<file path="src/rtl/dmaev_pkg.sv">
package dmaev_pkg;

    // register selector codes, upper bits of the bus address
    typedef enum logic [2:0] {
        RS_PEND  = 3'd0,
        RS_PSET  = 3'd1,
        RS_PCLR  = 3'd2,
        RS_ENA   = 3'd3,
        RS_INFL  = 3'd4,
        RS_ICLR  = 3'd5,
        RS_MISS  = 3'd6,
        RS_MCLR  = 3'd7
    } reg_sel_e;

    localparam int unsigned SEL_W  = 3;
    localparam int unsigned ADDR_W = SEL_W + 1;

    // decoded bus access
    typedef struct packed {
        logic     wr;
        reg_sel_e sel;
        logic     half;
    } bus_cmd_t;

    function automatic bus_cmd_t decode_cmd(input logic wr, input logic [ADDR_W-1:0] addr);
        bus_cmd_t c;
        c.wr   = wr;
        c.sel  = reg_sel_e'(addr[ADDR_W-1:1]);
        c.half = addr[0];
        return c;
    endfunction

endpackage

</file>
<file path="src/rtl/dmaev_bank.sv">
module dmaev_bank
    import dmaev_pkg::*;
#(
    parameter int unsigned W = 32
) (
    input  logic         clk,
    input  logic         rst,
    input  logic [W-1:0] hit,
    input  logic [W-1:0] pset,
    input  logic [W-1:0] pclr,
    input  logic         ena_wr,
    input  logic [W-1:0] ena_wdata,
    input  logic [W-1:0] iclr,
    input  logic [W-1:0] mclr,
    input  logic [W-1:0] done_clr,
    input  logic [W-1:0] admit,
    output logic [W-1:0] pend,
    output logic [W-1:0] ena,
    output logic [W-1:0] infl,
    output logic [W-1:0] miss,
    output logic [W-1:0] ready
);

    logic [W-1:0] ev;
    logic [W-1:0] lost;

    assign ev    = hit | pset;
    // event lost: channel busy and a request already waiting
    assign lost  = ev & infl & pend;
    assign ready = pend & ena & ~infl & ~miss;

    always_ff @(posedge clk) begin
        if (rst) begin
            pend <= '0;
            ena  <= '0;
            infl <= '0;
            miss <= '0;
        end else begin
            pend <= ev | (pend & ~pclr & ~admit);
            infl <= admit | (infl & ~iclr & ~done_clr);
            miss <= lost | (miss & ~mclr);
            if (ena_wr) ena <= ena_wdata;
        end
    end

    p_gate_r2: assert property (@(posedge clk) disable iff (rst)
        (admit & ~ena) == '0);

    p_block_r4: assert property (@(posedge clk) disable iff (rst)
        (admit & (infl | miss)) == '0);

    p_admit_marks_r3: assert property (@(posedge clk) disable iff (rst)
        (|admit) |=> (((infl & $past(admit)) == $past(admit)) &&
                      ((pend & $past(admit & ~ev)) == '0)));

    p_third_sets_miss_r4: assert property (@(posedge clk) disable iff (rst)
        (|lost) |=> ((miss & $past(lost)) == $past(lost)));

    p_event_wins_r10: assert property (@(posedge clk) disable iff (rst)
        (|ev) |=> ((pend & $past(ev)) == $past(ev)));

endmodule

</file>
<file path="src/rtl/dmaev_arbiter.sv">
module dmaev_arbiter
    import dmaev_pkg::*;
#(
    parameter int unsigned CH_NUM = 64,
    localparam int unsigned CH_W  = $clog2(CH_NUM)
) (
    input  logic              clk,
    input  logic              rst,
    input  logic [CH_NUM-1:0] ready,
    input  logic              req_ready,
    output logic [CH_NUM-1:0] admit,
    output logic              req_valid,
    output logic [CH_W-1:0]   req_chan
);

    logic            load_ok;
    logic            found;
    logic [CH_W-1:0] pick;

    assign load_ok = ~req_valid | req_ready;

    // lowest index wins
    always_comb begin
        found = 1'b0;
        pick  = '0;
        for (int i = 0; i < int'(CH_NUM); i++) begin
            if (ready[i] && !found) begin
                found = 1'b1;
                pick  = CH_W'(i);
            end
        end
    end

    always_comb begin
        admit = '0;
        if (found && load_ok) admit[pick] = 1'b1;
    end

    always_ff @(posedge clk) begin
        if (rst) begin
            req_valid <= 1'b0;
            req_chan  <= '0;
        end else if (found && load_ok) begin
            req_valid <= 1'b1;
            req_chan  <= pick;
        end else if (req_ready) begin
            req_valid <= 1'b0;
        end
    end

    p_hold_r9: assert property (@(posedge clk) disable iff (rst)
        (req_valid && !req_ready) |=> (req_valid && $stable(req_chan)));

    p_single_admit_r9: assert property (@(posedge clk) disable iff (rst)
        $onehot0(admit));

    p_stall_no_admit_r9: assert property (@(posedge clk) disable iff (rst)
        (req_valid && !req_ready) |-> (admit == '0));

endmodule

</file>
<file path="src/rtl/dmaev_regbus.sv">
module dmaev_regbus
    import dmaev_pkg::*;
#(
    parameter int unsigned HALF_W = 32,
    localparam int unsigned CH_NUM = 2 * HALF_W
) (
    input  logic              bus_wr,
    input  logic [ADDR_W-1:0] bus_addr,
    input  logic [HALF_W-1:0] bus_wdata,
    output logic [HALF_W-1:0] bus_rdata,
    input  logic [CH_NUM-1:0] pend,
    input  logic [CH_NUM-1:0] ena,
    input  logic [CH_NUM-1:0] infl,
    input  logic [CH_NUM-1:0] miss,
    output logic [CH_NUM-1:0] pset,
    output logic [CH_NUM-1:0] pclr,
    output logic [CH_NUM-1:0] iclr,
    output logic [CH_NUM-1:0] mclr,
    output logic [1:0]        ena_wr,
    output logic [HALF_W-1:0] ena_wdata
);

    bus_cmd_t cmd;
    assign cmd       = decode_cmd(bus_wr, bus_addr);
    assign ena_wdata = bus_wdata;

    for (genvar h = 0; h < 2; h++) begin : g_half
        logic hit_h;
        assign hit_h = cmd.wr && (cmd.half == 1'(h));
        assign pset[h*HALF_W +: HALF_W] = (hit_h && cmd.sel == RS_PSET) ? bus_wdata : '0;
        assign pclr[h*HALF_W +: HALF_W] = (hit_h && cmd.sel == RS_PCLR) ? bus_wdata : '0;
        assign iclr[h*HALF_W +: HALF_W] = (hit_h && cmd.sel == RS_ICLR) ? bus_wdata : '0;
        assign mclr[h*HALF_W +: HALF_W] = (hit_h && cmd.sel == RS_MCLR) ? bus_wdata : '0;
        assign ena_wr[h] = hit_h && cmd.sel == RS_ENA;
    end

    function automatic logic [HALF_W-1:0] slice(input logic [CH_NUM-1:0] v, input logic h);
        return h ? v[CH_NUM-1:HALF_W] : v[HALF_W-1:0];
    endfunction

    always_comb begin
        unique case (cmd.sel)
            RS_PEND: bus_rdata = slice(pend, cmd.half);
            RS_ENA:  bus_rdata = slice(ena,  cmd.half);
            RS_INFL: bus_rdata = slice(infl, cmd.half);
            RS_MISS: bus_rdata = slice(miss, cmd.half);
            default: bus_rdata = '0;
        endcase
    end

endmodule

</file>
<file path="src/rtl/dmaev_front.sv">
module dmaev_front
    import dmaev_pkg::*;
#(
    parameter int unsigned CH_NUM = 64,
    localparam int unsigned HALF_W = CH_NUM / 2,
    localparam int unsigned CH_W   = $clog2(CH_NUM)
) (
    input  logic              clk,
    input  logic              rst,
    input  logic [CH_NUM-1:0] evt_in,
    input  logic              bus_wr,
    input  logic [ADDR_W-1:0] bus_addr,
    input  logic [HALF_W-1:0] bus_wdata,
    output logic [HALF_W-1:0] bus_rdata,
    output logic              req_valid,
    input  logic              req_ready,
    output logic [CH_W-1:0]   req_chan,
    input  logic              done_valid,
    input  logic [CH_W-1:0]   done_chan
);

    logic [CH_NUM-1:0] pend, ena, infl, miss, ready;
    logic [CH_NUM-1:0] pset, pclr, iclr, mclr, admit, done_clr;
    logic [1:0]        ena_wr;
    logic [HALF_W-1:0] ena_wdata;

    assign done_clr = done_valid ? ({{(CH_NUM-1){1'b0}}, 1'b1} << done_chan) : '0;

    dmaev_regbus #(.HALF_W(HALF_W)) u_regbus (
        .bus_wr    (bus_wr),
        .bus_addr  (bus_addr),
        .bus_wdata (bus_wdata),
        .bus_rdata (bus_rdata),
        .pend      (pend),
        .ena       (ena),
        .infl      (infl),
        .miss      (miss),
        .pset      (pset),
        .pclr      (pclr),
        .iclr      (iclr),
        .mclr      (mclr),
        .ena_wr    (ena_wr),
        .ena_wdata (ena_wdata)
    );

    for (genvar h = 0; h < 2; h++) begin : g_bank
        dmaev_bank #(.W(HALF_W)) u_bank (
            .clk       (clk),
            .rst       (rst),
            .hit       (evt_in  [h*HALF_W +: HALF_W]),
            .pset      (pset    [h*HALF_W +: HALF_W]),
            .pclr      (pclr    [h*HALF_W +: HALF_W]),
            .ena_wr    (ena_wr[h]),
            .ena_wdata (ena_wdata),
            .iclr      (iclr    [h*HALF_W +: HALF_W]),
            .mclr      (mclr    [h*HALF_W +: HALF_W]),
            .done_clr  (done_clr[h*HALF_W +: HALF_W]),
            .admit     (admit   [h*HALF_W +: HALF_W]),
            .pend      (pend    [h*HALF_W +: HALF_W]),
            .ena       (ena     [h*HALF_W +: HALF_W]),
            .infl      (infl    [h*HALF_W +: HALF_W]),
            .miss      (miss    [h*HALF_W +: HALF_W]),
            .ready     (ready   [h*HALF_W +: HALF_W])
        );
    end

    dmaev_arbiter #(.CH_NUM(CH_NUM)) u_arb (
        .clk       (clk),
        .rst       (rst),
        .ready     (ready),
        .req_ready (req_ready),
        .admit     (admit),
        .req_valid (req_valid),
        .req_chan  (req_chan)
    );

    p_done_clears_r6: assert property (@(posedge clk) disable iff (rst)
        (done_valid && infl[done_chan]) |=> !infl[$past(done_chan)] || req_valid);

endmodule

</file>
<file path="config.mk">
export PLATFORM = sky130hd
export DESIGN_NAME = dmaev_front
export DESIGN_NICKNAME = d
export VERILOG_FILES = /design/src/rtl/dmaev_pkg.sv /design/src/rtl/dmaev_bank.sv /design/src/rtl/dmaev_arbiter.sv /design/src/rtl/dmaev_regbus.sv /design/src/rtl/dmaev_front.sv
export SDC_FILE = /design/constraint.sdc
export NUM_CORES = 1
export LEC_CHECK = 0
export BUFFER_PORTS_ARGS = -buffer_cell sky130_fd_sc_hd__buf_2
export CAP_MARGIN = 20
export CELL_PAD_IN_SITES_DETAIL_PLACEMENT = 1
export CELL_PAD_IN_SITES_GLOBAL_PLACEMENT = 2
export CORE_UTILIZATION = 32
export CTS_CLUSTER_SIZE = 28
export DETAILED_ROUTE_END_ITERATION = 12
export PLACE_DENSITY_LB_ADDON = 0.1
export SLEW_MARGIN = 25
export SYNTH_ARGS = -nofsm -noshare
export SYNTH_HDL_FRONTEND = slang
export SYNTH_SLANG_ARGS = --single-unit
</file>
<file path="constraint.sdc">
create_clock -name clk -period 3.3 [get_ports clk]
set_input_delay 0.165 -clock clk [delete_from_list [all_inputs] [get_ports clk]]
set_output_delay 0.165 -clock clk [all_outputs]
set_load 0.01 [all_outputs]
</file>
; ---- Word level (Yosys, flattened, before mapping)
; Cells that the tools add are included.
[totals]
word_cells = 353
ff_bits = 263
out_inout_bits = 39
inputBits = 111
[classes]
order_cmp = 2
reduce_logical = 142
n_eq_ne = 7
shift = 1
mux = 146
bitwise = 45
[ops]
columns = cell, count
row1 = $and A32 B32 Y32, 20
row2 = $not A32 Y32, 14
row3 = $mux W32, 12
row4 = $or A32 B32 Y32, 8
row5 = $mux W6, 32
row6 = $mux W64, 2
row7 = $pmux W32 S4, 1
row8 = $mux W5, 16
row9 = $logic_and A1 B1 Y1, 77
row10 = $mux W1, 68
row11 = $shl A1 B6 Y64 const A, 1
row12 = $logic_not A1 Y1, 63
row13 = $mux W4, 8
row14 = $eq A3 B3 Y1 const B, 4
row15 = $mux W3, 4
row16 = $lt A6 B7 Y1 const B, 1
row17 = $demux W1 S6, 1
row18 = $eq A3 B2 Y1 const B, 2
row19 = $ge A6 B1 Y1 const B, 1
row20 = $mux W2, 2
row21 = $eq A3 B1 Y1 const B, 1
row22 = $logic_not A3 Y1, 1
row23 = $not A1 Y1, 2
row24 = $reduce_bool A2 Y1, 1
row25 = $or A1 B1 Y1, 1

; ---- Longest topological paths before layout
; Gate-level depths: netlist of run 1.
[depth]
ltp_word = 201
mapped_depth = 12
ltp_nobuf = 8

; ---- By module
; A second synthesis of run 1 with hierarchy kept.
[hier_totals]
hier_cells = 2064
hier_area_um2 = 17271.6
[modules_own_cells]
columns = mod, instances, seq_area_each_um2, area_each_um2, cells_each
row1 = dmaev_bank, 2, 2562.5, 5258.8, 532
row2 = dmaev_regbus, 1, 0.0, 4096.4, 587
row3 = dmaev_arbiter, 1, 140.1, 2072.0, 305
row4 = dmaev_front, 1, 0.0, 585.6, 108

; ---- Worst setup path before layout of run 1
; No wires, ideal clock.
[synth_path]
path_type = register -> register
start = register g_bank[0].u_bank.infl[17]
end = register g_bank[0].u_bank.pend[10]
path_buffers = 2
required_time_ns = 3.162
setup_slack_ns = -0.026
path_stages_with_launch = 11
setup_ns = 0.138
period_less_slack_ns = 3.326
arrival_ns = 3.188
cell_sequence = dfxtp_1 > and4bb_4 > or4_4 > or4_4 > or3_1 > buf_2 > o211a_4 > and3_4 > nor4_4 > buf_6 > o221ai_1
[synth_via]
elab_chain_len = 151
elab_cells_between_ends = 200
cone_classes = 2 x order compare / 97 x mux / 6 x bitwise / 95 x reduce/logical
[synth_lines]
columns = element, line
row1 = "start, declared", dmaev_bank.sv:19  ; output logic [W-1:0] infl,
row2 = "start signal, assigned", dmaev_bank.sv:40  ; infl <= admit | (infl & ~iclr & ~done_clr);
row3 = $not A32 Y32 (*), dmaev_bank.sv:30  ; assign ready = pend & ena & ~infl & ~miss;
row4 = $and A32 B32 Y32 (*) (2 in series), dmaev_bank.sv:30
row5 = $logic_and A1 B1 Y1 (*), dmaev_arbiter.sv:27  ; if (ready[i] && !found) begin
row6 = $mux W1, dmaev_arbiter.sv:27
row7 = $logic_not A1 Y1, dmaev_arbiter.sv:27
row8 = $logic_and A1 B1 Y1, dmaev_arbiter.sv:27
row9 = $mux W1, dmaev_arbiter.sv:27
row10 = $logic_not A1 Y1, dmaev_arbiter.sv:27
row11 = [... 134 more ...], -
row12 = $lt A6 B7 Y1 (not written as such) or $ge A6 B1 Y1 (tied branches), dmaev_arbiter.sv:36  ; if (found && load_ok) admit[pick] = 1'b1;
row13 = $logic_and A1 B1 Y1 (not written as such), dmaev_arbiter.sv:36
row14 = $mux W1 (not written as such), dmaev_arbiter.sv:36
row15 = $demux W1 S6, -
row16 = $mux W64 (*), dmaev_arbiter.sv:36
row17 = $not A32 Y32 (*), dmaev_bank.sv:39  ; pend <= ev | (pend & ~pclr & ~admit);
row18 = $and A32 B32 Y32 (*), dmaev_bank.sv:39
row19 = $or A32 B32 Y32 (*), dmaev_bank.sv:39
row20 = "end signal, assigned", dmaev_bank.sv:39
row21 = "end, declared", dmaev_bank.sv:17  ; output logic [W-1:0] pend,
; Mark *: on every way between the ends. The rest lies on a longest branch, timed or not.
; A chain may end at the register's enable or synchronous reset.

; ---- Worst setup path after layout of run 1
[layout_path]
start = register g_bank[0].u_bank.infl[16]
end = register g_bank[1].u_bank.pend[2]
[layout_via]
elab_chain_len = 154
elab_cells_between_ends = 204
cone_classes = 2 x order compare / 99 x mux / 6 x bitwise / 97 x reduce/logical
[layout_lines]
columns = element, line
row1 = $not A32 Y32 (*), dmaev_bank.sv:30
row2 = $and A32 B32 Y32 (*) (2 in series), dmaev_bank.sv:30
row3 = $logic_and A1 B1 Y1 (*), dmaev_arbiter.sv:27
row4 = $mux W1, dmaev_arbiter.sv:27
row5 = $logic_not A1 Y1, dmaev_arbiter.sv:27
row6 = $logic_and A1 B1 Y1, dmaev_arbiter.sv:27
row7 = $mux W1, dmaev_arbiter.sv:27
row8 = $logic_not A1 Y1, dmaev_arbiter.sv:27
row9 = [... 137 more ...], -
row10 = $lt A6 B7 Y1 (not written as such) or $ge A6 B1 Y1 (tied branches), dmaev_arbiter.sv:36
row11 = $logic_and A1 B1 Y1 (not written as such), dmaev_arbiter.sv:36
row12 = $mux W1 (not written as such), dmaev_arbiter.sv:36
row13 = $demux W1 S6, -
row14 = $mux W64 (*), dmaev_arbiter.sv:36
row15 = $not A32 Y32 (*), dmaev_bank.sv:39
row16 = $and A32 B32 Y32 (*), dmaev_bank.sv:39
row17 = $or A32 B32 Y32 (*), dmaev_bank.sv:39
row18 = "end signal, assigned", dmaev_bank.sv:39
row19 = "end, declared", dmaev_bank.sv:17
; Marks and branches as above.

==> results of run 1 <==
==> tightest hold or removal path: stages <==
cell and delay, ps:
buf_2 90, a21o_1 130, o41a_1 140
==> cell usage in the layout (no fill, tap or decap), types with 44 or more instances in the layout <==
cell type	Yosys	routed
mux2i_1	64	64
buf_2	11	147
a21o_1	99	99
a32oi_1	48	48
a21oi_1	205	205
dlygate4sd3_1	0	79
nor4bb_1	52	44
dfxtp_1	263	261
a221oi_1	52	52
nor2_1	150	145
nand2_1	423	421
buf_4	2	297
==> power by group <==
group	internal (mW)	switching (mW)	total, mW	leakage [nW]
clock network	2.40	1.56	3.96	0.571
registers	3.29	0.101	3.39	2.14
logic	0.734	1.03	1.77	5.94
==> state kept, by name, indices dropped and copies added (netlist names) <==
name and flops:
g_bank.u_bank.pend 64, u_arb.req_valid 1, g_bank.u_bank.infl 64, u_arb.req_chan 6, g_bank.u_bank.miss 64, g_bank.u_bank.ena 64
==> routing by layer <==
metal	track usage, %	vias up	wire length [um]
met2	54.05	608	37430
met5	0	-	0
met4	12.19	0	2902
li1	-	8200	-
met1	44.31	9263	36720
met3	3.876	152	4191
==> metrics by stage <==
step / std cells / util [%]
6_report: 3017 / 45.10
5_1_grt: 3017 / 45.10
4_1_cts: 3012 / 44.61
3_5_place_dp: 2869 / 40.04
3_3_place_gp: 2869 / 40.04
2_1_floorplan: 1964 / -
==> synth_stat cells (all sizes together), types with 7 or more instances <==
cell    count
nand4      27
a21o       99
a22o       25
nand3      30
mux2i      64
nand2     424
o31a       13
a21oi     205
a311oi     26
nor4bb     52
a22oi      31
nand2b     18
a221oi     52
buf        17
or4bb      14
nor2      150
o221ai     34
nor3       29
or4         8
o31ai      17
nor2b       7
a32oi      48
and3       13
or2         7
nor4       22
dfxtp     263
clkbuf    149
o21ai      15
==> area by class of cell <==
class | instances | area [sq um] | area share (%)
Sequential cell | 263 | 5268 | 24.93
Clock inverter | 5 | 75.07 | 0.3553
Inverter | 5 | 20.02 | 0.09474
Timing Repair Buffer | 552 | 4183 | 19.79
Clock buffer | 55 | 1084 | 5.128
Tap cell | 607 | 759.5 | 3.594
Multi-Input combinational cell | 1530 | 9743 | 46.11
==> worst max path at each step <==
| stage | startpoint | to | slack (ps) | depth (start not counted) |
|---|---|---|---|---|
| 3_3_place_gp | g_bank[0].u_bank.infl[16] | g_bank[1].u_bank.pend[9] | -220 | 9 |
| 5_1_grt | g_bank[0].u_bank.infl[16] | g_bank[1].u_bank.pend[31] | -140 | 12 |
| 6_report | g_bank[0].u_bank.infl[16] | g_bank[1].u_bank.pend[2] | -50 | 10 |
| 2_1_floorplan | g_bank[0].u_bank.infl[17] | g_bank[0].u_bank.pend[22] | 10 | 10 |
| 3_5_place_dp | g_bank[0].u_bank.infl[16] | g_bank[1].u_bank.pend[9] | -280 | 10 |
| 4_1_cts | g_bank[0].u_bank.miss[16] | g_bank[1].u_bank.pend[19] | -40 | 10 |
==> cell families (layout without fill, tap and decap cells) <==
family	after synthesis	after routing	share of synthesized area (%)
simple gates	835	835	27.26
flops	263	263	34.43
compound gates	629	629	29.54
mux	66	66	4.337
buf+inv	171	617	4.435
==> what timing repair did <==
item	in CTS	in global routing
setup buffers	4	5
hold buffers	79	0
setup endpoints to repair	127	120
pin swaps	13	18
resized for setup	31	39
hold endpoints to repair	126	0
==> flow_summary.html, run 1 <==
<table>
<tr><th>Metric</th><th>Value</th></tr>
<tr><th colspan="2">STA</th></tr>
<tr><td>Transition time at the pin with the least slew margin</td><td>just over 1000 ps</td></tr>
<tr><td>Period utilisation layout</td><td>101.5%</td></tr>
<tr><td>Finish-stage setup viols</td><td>14</td></tr>
<tr><td>Slew Limit Headroom</td><td>a little under a third</td></tr>
<tr><td>Worst clock skew on the final layout</td><td>around 19 ps</td></tr>
<tr><td>Final-layout worst hold slack</td><td>~11 ps</td></tr>
<tr><td>Setup repair after global routing missed its margin</td><td>yes</td></tr>
<tr><td>Final worst setup slack</td><td>-50.07 ps</td></tr>
<tr><td>Number of pins with negative max-slew slack in the final report</td><td>0</td></tr>
<tr><td>Final hold vios</td><td>0</td></tr>
<tr><td>Post-route minimum period</td><td>around 3400 ps</td></tr>
<tr><td>Top achievable clock speed</td><td>roughly 0.3 GHz</td></tr>
<tr><td>Setup TNS</td><td>-390.3 ps</td></tr>
<tr><th colspan="2">Layout</th></tr>
<tr><td>Proportion of layout cells with a drive suffix above 1</td><td>25.60%</td></tr>
<tr><td>Fin nets</td><td>2498</td></tr>
<tr><td>Post-route cell area</td><td>between 20000 and 25000 sq um</td></tr>
<tr><td>ANT cells</td><td>0</td></tr>
<tr><td>Layout Area Growth over Synthesis</td><td>38.20%</td></tr>
<tr><td>Filler Cells Inserted</td><td>around 5700</td></tr>
<tr><th colspan="2">Clock network</th></tr>
<tr><td>Total clock buffers created by CTS</td><td>35</td></tr>
<tr><td>CTS sink count</td><td>about 260</td></tr>
<tr><td>Longest Clk Path Bufs</td><td>3</td></tr>
<tr><td>CTS clk-pin slew, worst paths</td><td>approximately 60 ps</td></tr>
<tr><td>Latest clock arrival within the worst-skew pair</td><td>between 500 and 600 ps</td></tr>
<tr><td>H-tree depth reported by CTS</td><td>2</td></tr>
<tr><td>TritonCTS clock tree</td><td>built</td></tr>
<tr><td>Root buf cell</td><td>clkbuf_16</td></tr>
<tr><th colspan="2">Global routing</th></tr>
<tr><td>Overflow after GRT</td><td>0</td></tr>
<tr><td>Number of global-route vias before repair</td><td>between 15000 and 20000</td></tr>
<tr><td>GR Util All Layers</td><td>approximately 33%</td></tr>
<tr><td>Largest net degree at the start of global routing</td><td>approximately 130</td></tr>
<tr><td>Antenna violations before repair</td><td>0</td></tr>
<tr><td>Global-route wire length before repair</td><td>around 120000 um</td></tr>
<tr><th colspan="2">Logic synthesis</th></tr>
<tr><td>Combined area of all synthesized cells</td><td>15290 sq um</td></tr>
<tr><td>Sequential share of the synthesized area</td><td>34.43%</td></tr>
<tr><td>Number of synthesized register bits</td><td>between 200 and 300</td></tr>
<tr><td>Most used flip-flop cell after synthesis</td><td>dfxtp_1</td></tr>
<tr><td>Synthesized Nets</td><td>2075</td></tr>
<tr><td>Share of synthesized flip-flops with an asynchronous set or reset</td><td>0%</td></tr>
<tr><td>Syn avg cell area</td><td>approximately 8 sq um</td></tr>
<tr><td>Yosys warning count</td><td>0</td></tr>
<tr><td>Cells taking the most area after synthesis</td><td>dfxtp_1, nand2_1, a21oi_1, a21o_1, mux2i_1</td></tr>
<tr><td>Count of flip-flops with a built-in enable after synthesis</td><td>0</td></tr>
<tr><td>Area share of the largest cell type after synthesis</td><td>roughly 34%</td></tr>
<tr><td>Cells after Synth</td><td>about 2000</td></tr>
<tr><td>Cell accounting for the most synthesized area</td><td>dfxtp_1</td></tr>
<tr><td>Count of cell types in the netlist</td><td>78</td></tr>
<tr><th colspan="2">Worst hold path</th></tr>
<tr><td>Cell count of the worst hold path</td><td>3</td></tr>
<tr><td>Worst Hold Endpoint</td><td>g_bank[1].u_bank.pend[31]</td></tr>
<tr><td>Worst hold start</td><td>evt_in[63]</td></tr>
<tr><td>Worst hold-check path type</td><td>in -&gt; reg</td></tr>
<tr><th colspan="2">Worst setup path</th></tr>
<tr><td>Nature of the critical path endpoint</td><td>flip-flop</td></tr>
<tr><td>Largest fanout on the critical path</td><td>6</td></tr>
<tr><td>Cell breakdown of the critical path</td><td>and4bb_2, or4_4, or4_4, or3_4, o211a_4, buf_6, and3_4, nor4_4, buf_6, a311oi_2</td></tr>
<tr><td>Critical path data arrival time</td><td>between 3000 and 4000 ps</td></tr>
<tr><td>RR Endpoint</td><td>g_bank[1].u_bank.pend[2]</td></tr>
<tr><td>Stage delay of the slowest cell on the critical path</td><td>roughly 540 ps</td></tr>
<tr><td>CP max stage cell</td><td>or4_4</td></tr>
<tr><td>Required time of the critical path</td><td>~3700 ps</td></tr>
<tr><td>Worst path buffer plus inverter count</td><td>2</td></tr>
<tr><td>Origin of the critical flop-to-flop path</td><td>g_bank[0].u_bank.infl[16]</td></tr>
<tr><td>Reg-to-reg slack, setup</td><td>-50 ps</td></tr>
<tr><td>Crit start category</td><td>flip-flop</td></tr>
<tr><td>Crit path kind</td><td>reg -&gt; reg</td></tr>
<tr><td>Cell type group with the largest total delay on the critical path</td><td>simple AND/OR/NAND/NOR gates</td></tr>
<tr><td>Number of cell instances on the worst register-to-register path</td><td>10</td></tr>
<tr><th colspan="2">Route</th></tr>
<tr><td>DRT Pass-1 Iters</td><td>9</td></tr>
<tr><td>Drt wl/cell</td><td>26.93 um</td></tr>
<tr><td>Post-DR vias/cell</td><td>roughly 6.0</td></tr>
<tr><td>Vias</td><td>between 15000 and 20000</td></tr>
<tr><td>Routed Antenna Nets</td><td>0</td></tr>
<tr><td>Routed wire length</td><td>between 80000 and 90000 um</td></tr>
<tr><td>Initial drt markers</td><td>1427</td></tr>
<tr><td>Residual DRC</td><td>6</td></tr>
<tr><th colspan="2">Run</th></tr>
<tr><td>Count of maximum capacitance violations</td><td>0</td></tr>
<tr><th colspan="2">Place</th></tr>
<tr><td>Final HPWL DP</td><td>54730 um</td></tr>
<tr><td>Worst-case setup slack after placement</td><td>-284.4 ps</td></tr>
<tr><td>Post-detailed-placement cell area</td><td>between 15000 and 20000 sq um</td></tr>
<tr><td>GPL Wtd Cong</td><td>a little over 0.9</td></tr>
<tr><td>I/O Buffers</td><td>149</td></tr>
<tr><th colspan="2">Floorplan</th></tr>
<tr><td>Die Width</td><td>220.6 um</td></tr>
<tr><td>Effective utilization at floorplan</td><td>32.64%</td></tr>
<tr><td>Total number of placement rows</td><td>~80</td></tr>
<tr><td>Die area</td><td>48660 sq um</td></tr>
<tr><td>Die Y</td><td>~220 um</td></tr>
<tr><td>Ports placed on the boundary</td><td>150</td></tr>
<tr><td>Placeable core region</td><td>between 40000 and 50000 sq um</td></tr>
<tr><th colspan="2">Pwr</th></tr>
<tr><td>Total power per unit cell area</td><td>~430 nW/um^2</td></tr>
<tr><td>P_leak</td><td>8.656 nW</td></tr>
<tr><td>Worst VDD drop</td><td>~0.28 mV</td></tr>
<tr><td>Overall power of the completed layout</td><td>between 9 and 10 mW</td></tr>
<tr><th colspan="2">Run status</th></tr>
<tr><td>Outcome</td><td>finished, violations left</td></tr>
<tr><td>Violations in the final reports</td><td>DRC, setup timing</td></tr>
</table>
Power figures use the tool's default switching activity.
==> inputs of run 2 (changes only) <==
--- a/config.mk
+++ b/config.mk
@@ -6,13 +6,10 @@
 export NUM_CORES = 1
 export LEC_CHECK = 0
 export BUFFER_PORTS_ARGS = -buffer_cell sky130_fd_sc_hd__buf_2
-export CAP_MARGIN = 20
-export CELL_PAD_IN_SITES_DETAIL_PLACEMENT = 1
-export CELL_PAD_IN_SITES_GLOBAL_PLACEMENT = 2
-export CORE_UTILIZATION = 32
+export CORE_UTILIZATION = 40
+export CTS_BUF_LIST = sky130_fd_sc_hd__clkbuf_16
 export CTS_CLUSTER_SIZE = 28
 export DETAILED_ROUTE_END_ITERATION = 12
-export PLACE_DENSITY_LB_ADDON = 0.1
 export SLEW_MARGIN = 25
 export SYNTH_ARGS = -nofsm -noshare
 export SYNTH_HDL_FRONTEND = slang
==> flow_summary.html, run 2 (synthesis results as in run 1) <==
<table>
<tr><th>Metric</th><th>Value</th></tr>
<tr><th colspan="2">Route</th></tr>
<tr><td>DRT Pass-1 Iters</td><td>6 (-3)</td></tr>
<tr><td>Post-DR vias/cell</td><td>6.210 (+2.8%)</td></tr>
<tr><td>Vias</td><td>17920 (-1.6%)</td></tr>
<tr><td>Routed wire length</td><td>68550 um (-16%)</td></tr>
<tr><td>Residual DRC</td><td>0 (-6)</td></tr>
<tr><td>Routed Antenna Nets</td><td>0 (unchanged)</td></tr>
<tr><td>Drt wl/cell</td><td>23.75 um (-12%)</td></tr>
<tr><td>Initial drt markers</td><td>2095 (+47%)</td></tr>
<tr><th colspan="2">STA</th></tr>
<tr><td>Slew Limit Headroom</td><td>33.34% (+3.1 points)</td></tr>
<tr><td>Post-route minimum period</td><td>3330 ps (-19.73 ps)</td></tr>
<tr><td>Worst clock skew on the final layout</td><td>19.85 ps (+0.6769 ps)</td></tr>
<tr><td>Transition time at the pin with the least slew margin</td><td>992.3 ps (-45.95 ps)</td></tr>
<tr><td>Final worst setup slack</td><td>-30.34 ps (+19.73 ps)</td></tr>
<tr><td>Period utilisation layout</td><td>100.9% (-0.60 points)</td></tr>
<tr><td>Number of pins with negative max-slew slack in the final report</td><td>0 (unchanged)</td></tr>
<tr><td>Final hold vios</td><td>0 (unchanged)</td></tr>
<tr><td>Top achievable clock speed</td><td>0.3003 GHz (+0.59%)</td></tr>
<tr><td>Setup repair after global routing missed its margin</td><td>yes</td></tr>
<tr><td>Finish-stage setup viols</td><td>4 (-10)</td></tr>
<tr><th colspan="2">Place</th></tr>
<tr><td>Worst-case setup slack after placement</td><td>-152.9 ps (+131.5 ps)</td></tr>
<tr><td>Post-detailed-placement cell area</td><td>18360 sq um (-2.1%)</td></tr>
<tr><td>GPL Wtd Cong</td><td>0.9958 (+8.4%)</td></tr>
<tr><td>I/O Buffers</td><td>149 (unchanged)</td></tr>
<tr><td>Final HPWL DP</td><td>45340 um (-17%)</td></tr>
<tr><th colspan="2">Clock network</th></tr>
<tr><td>CTS sink count</td><td>263 (unchanged)</td></tr>
<tr><td>TritonCTS clock tree</td><td>built</td></tr>
<tr><td>Latest clock arrival within the worst-skew pair</td><td>580 ps (+20 ps)</td></tr>
<tr><td>Longest Clk Path Bufs</td><td>3 (unchanged)</td></tr>
<tr><td>Root buf cell</td><td>clkbuf_16</td></tr>
<tr><td>CTS clk-pin slew, worst paths</td><td>60 ps (about the same)</td></tr>
<tr><td>H-tree depth reported by CTS</td><td>1 (-1)</td></tr>
<tr><td>Total clock buffers created by CTS</td><td>31 (-11%)</td></tr>
<tr><th colspan="2">Pwr</th></tr>
<tr><td>P_leak</td><td>8.385 nW (-3.1%)</td></tr>
<tr><td>Total power per unit cell area</td><td>404.0 nW/um^2 (-6.4%)</td></tr>
<tr><td>Worst VDD drop</td><td>0.3800 mV (+37%)</td></tr>
<tr><th colspan="2">Layout</th></tr>
<tr><td>Most common cell after layout, fill and taps aside</td><td>nand2_1</td></tr>
<tr><td>Fin nets</td><td>2461 (-1.5%)</td></tr>
<tr><td>Layout Area Growth over Synthesis</td><td>34.58%</td></tr>
<tr><td>Post-route cell area</td><td>20580 sq um (-2.6%)</td></tr>
<tr><td>Proportion of layout cells with a drive suffix above 1</td><td>24.05% (-1.5 points)</td></tr>
<tr><td>Commonest cells after routing, fill and taps aside</td><td>nand2_1, buf_4, dfxtp_1</td></tr>
<tr><th colspan="2">Worst setup path</th></tr>
<tr><td>Nature of the critical path endpoint</td><td>flip-flop</td></tr>
<tr><td>Largest fanout on the critical path</td><td>4 (-2)</td></tr>
<tr><td>Crit path kind</td><td>reg -&gt; reg</td></tr>
<tr><td>Number of cell instances on the worst register-to-register path</td><td>9 (-1)</td></tr>
<tr><td>Number of stages on the worst setup path</td><td>9 (-1)</td></tr>
<tr><td>Crit start category</td><td>flip-flop</td></tr>
<tr><td>Stage delay of the slowest cell on the critical path</td><td>570 ps (+30 ps)</td></tr>
<tr><td>Required time of the critical path</td><td>3740 ps (+30 ps)</td></tr>
<tr><td>Cell type group with the largest total delay on the critical path</td><td>simple AND/OR/NAND/NOR gates</td></tr>
<tr><td>Worst path buffer plus inverter count</td><td>1 (-1)</td></tr>
<tr><td>CP max stage cell</td><td>or4_4</td></tr>
<tr><td>Most repeated library cell on the critical path</td><td>or4_4</td></tr>
<tr><td>Critical path data arrival time</td><td>3770 ps (about the same)</td></tr>
<tr><td>Cell breakdown of the critical path</td><td>and4bb_2, or4_4, or4_4, or3_4, o211a_4, and3_4, nor4_4, buf_4, a311oi_2</td></tr>
<tr><th colspan="2">Floorplan</th></tr>
<tr><td>Die area</td><td>39010 sq um (-20%)</td></tr>
<tr><td>Ports placed on the boundary</td><td>150 (unchanged)</td></tr>
<tr><td>Total number of placement rows</td><td>71 (-10%)</td></tr>
<tr><td>Die Width</td><td>197.5 um (-10%)</td></tr>
<tr><td>Effective utilization at floorplan</td><td>40.60% (+8.0 points)</td></tr>
<tr><td>Die Y</td><td>197.5 um (-10%)</td></tr>
<tr><td>Placeable core region</td><td>37670 sq um (-20%)</td></tr>
<tr><th colspan="2">Global routing</th></tr>
<tr><td>Number of global-route vias before repair</td><td>16900 (-8.3%)</td></tr>
<tr><td>Routing usage on met1</td><td>46.31% (+2.0 points)</td></tr>
<tr><td>Antenna violations before repair</td><td>0 (unchanged)</td></tr>
<tr><td>Met3 global-route usage</td><td>6.027% (+2.2 points)</td></tr>
<tr><td>Met2 demand-to-capacity share in global routing</td><td>54.07% (about the same)</td></tr>
<tr><td>Largest net degree at the start of global routing</td><td>117 (-9.3%)</td></tr>
<tr><td>GRT busiest layer</td><td>met2</td></tr>
<tr><td>Overflow after GRT</td><td>0 (unchanged)</td></tr>
<tr><td>Global-route wire length before repair</td><td>102300 um (-15%)</td></tr>
<tr><td>GR Util All Layers</td><td>34.26% (+1.3 points)</td></tr>
<tr><th colspan="2">Worst hold path</th></tr>
<tr><td>Cell count of the worst hold path</td><td>4 (+1)</td></tr>
<tr><td>Worst hold-check path type</td><td>in -&gt; reg</td></tr>
<tr><th colspan="2">Run status</th></tr>
<tr><td>Outcome</td><td>finished, violations left</td></tr>
<tr><td>Violations in the final reports</td><td>setup timing</td></tr>
<tr><th colspan="2">Run</th></tr>
<tr><td>Count of maximum capacitance violations</td><td>0 (unchanged)</td></tr>
</table>
[run 2: cell count changes in the layout (fill, tap and decap cells not counted), moves of 5 or more]
cell / change
buf_12: +5
buf_4: -34
buf_6: -14
clkbuf_1: -9
clkbuf_16: -5
clkbuf_8: -9
clkinv_1: +7
clkinv_2: +6
dlygate4sd3_1: +10
inv_1: +7
nor4bb_2: +5
[run 2: tightest hold or removal path, delay by kind of cell]
kind                   cells  cell delay (ps)
buffers and inverters      1               90
AND/OR/NAND/NOR            1               70
AO/OA/AOI/OAI              2              220
[run 2: final timing paths]
check	to	start	slack, ps
max	g_bank[1].u_bank.pend[2]	g_bank[0].u_bank.miss[16]	-30
min	g_bank[0].u_bank.miss[23]	evt_in[23]	10
max reg2reg	g_bank[1].u_bank.pend[2]	g_bank[0].u_bank.miss[16]	-30
min reg2reg	g_bank[0].u_bank.ena[20]	g_bank[0].u_bank.ena[20]	470
[run 2: final cells by class]
cell class,count,area [sq um]
clock inverters,26,162.7
diodes,1,2.502
fillers,3593,17090
inverters,5,18.77
flip-flops and latches,263,5270
multi-input cells,1530,9729
well taps,511,639.4
repair buffers,519,3980
clock buffers,31,775.7
[run 2: per-stage QoR]
step	setup TNS (ps)	std cells	utilization (%)	power, mW	hold slack, ps
2_1_floorplan	0	1964	-	4.193	328.4
3_3_place_gp	-2653	2730	48.69	4.914	425.7
3_5_place_dp	-2586	2731	48.74	4.934	447.5
4_1_cts	-5.099	2877	53.80	8.254	3.560
5_1_grt	-1424	2885	54.63	8.579	39.86
6_report	-63.46	2886	54.63	8.313	12.43
[run 2: repair_timing]
| item | 4_1_cts | 5_1_grt |
|---|---|---|
| endpoints found under the setup margin | 51 | 126 |
| pin swaps | 3 | 18 |
| hold buffers | 89 | 0 |
| cloned | 0 | 1 |
| setup buffers | 0 | 7 |
| endpoints found under the hold margin | 168 | 0 |
| gates resized for setup | 14 | 46 |
[run 2: routing by layer]
| layer | wire, um | vias to the layer above |
|---|---|---|
| met5 | 0 | - |
| met4 | 2579 | 0 |
| met3 | 7126 | 201 |
| met2 | 30690 | 1075 |
| met1 | 28160 | 8503 |
| li1 | - | 8144 |
[run 2: power by group]
part | switching (mW) | internal (mW) | leakage (nW)
logic | 0.948 | 0.709 | 5.74
clock network | 1.43 | 1.84 | 0.498
registers | 0.0959 | 3.29 | 2.14
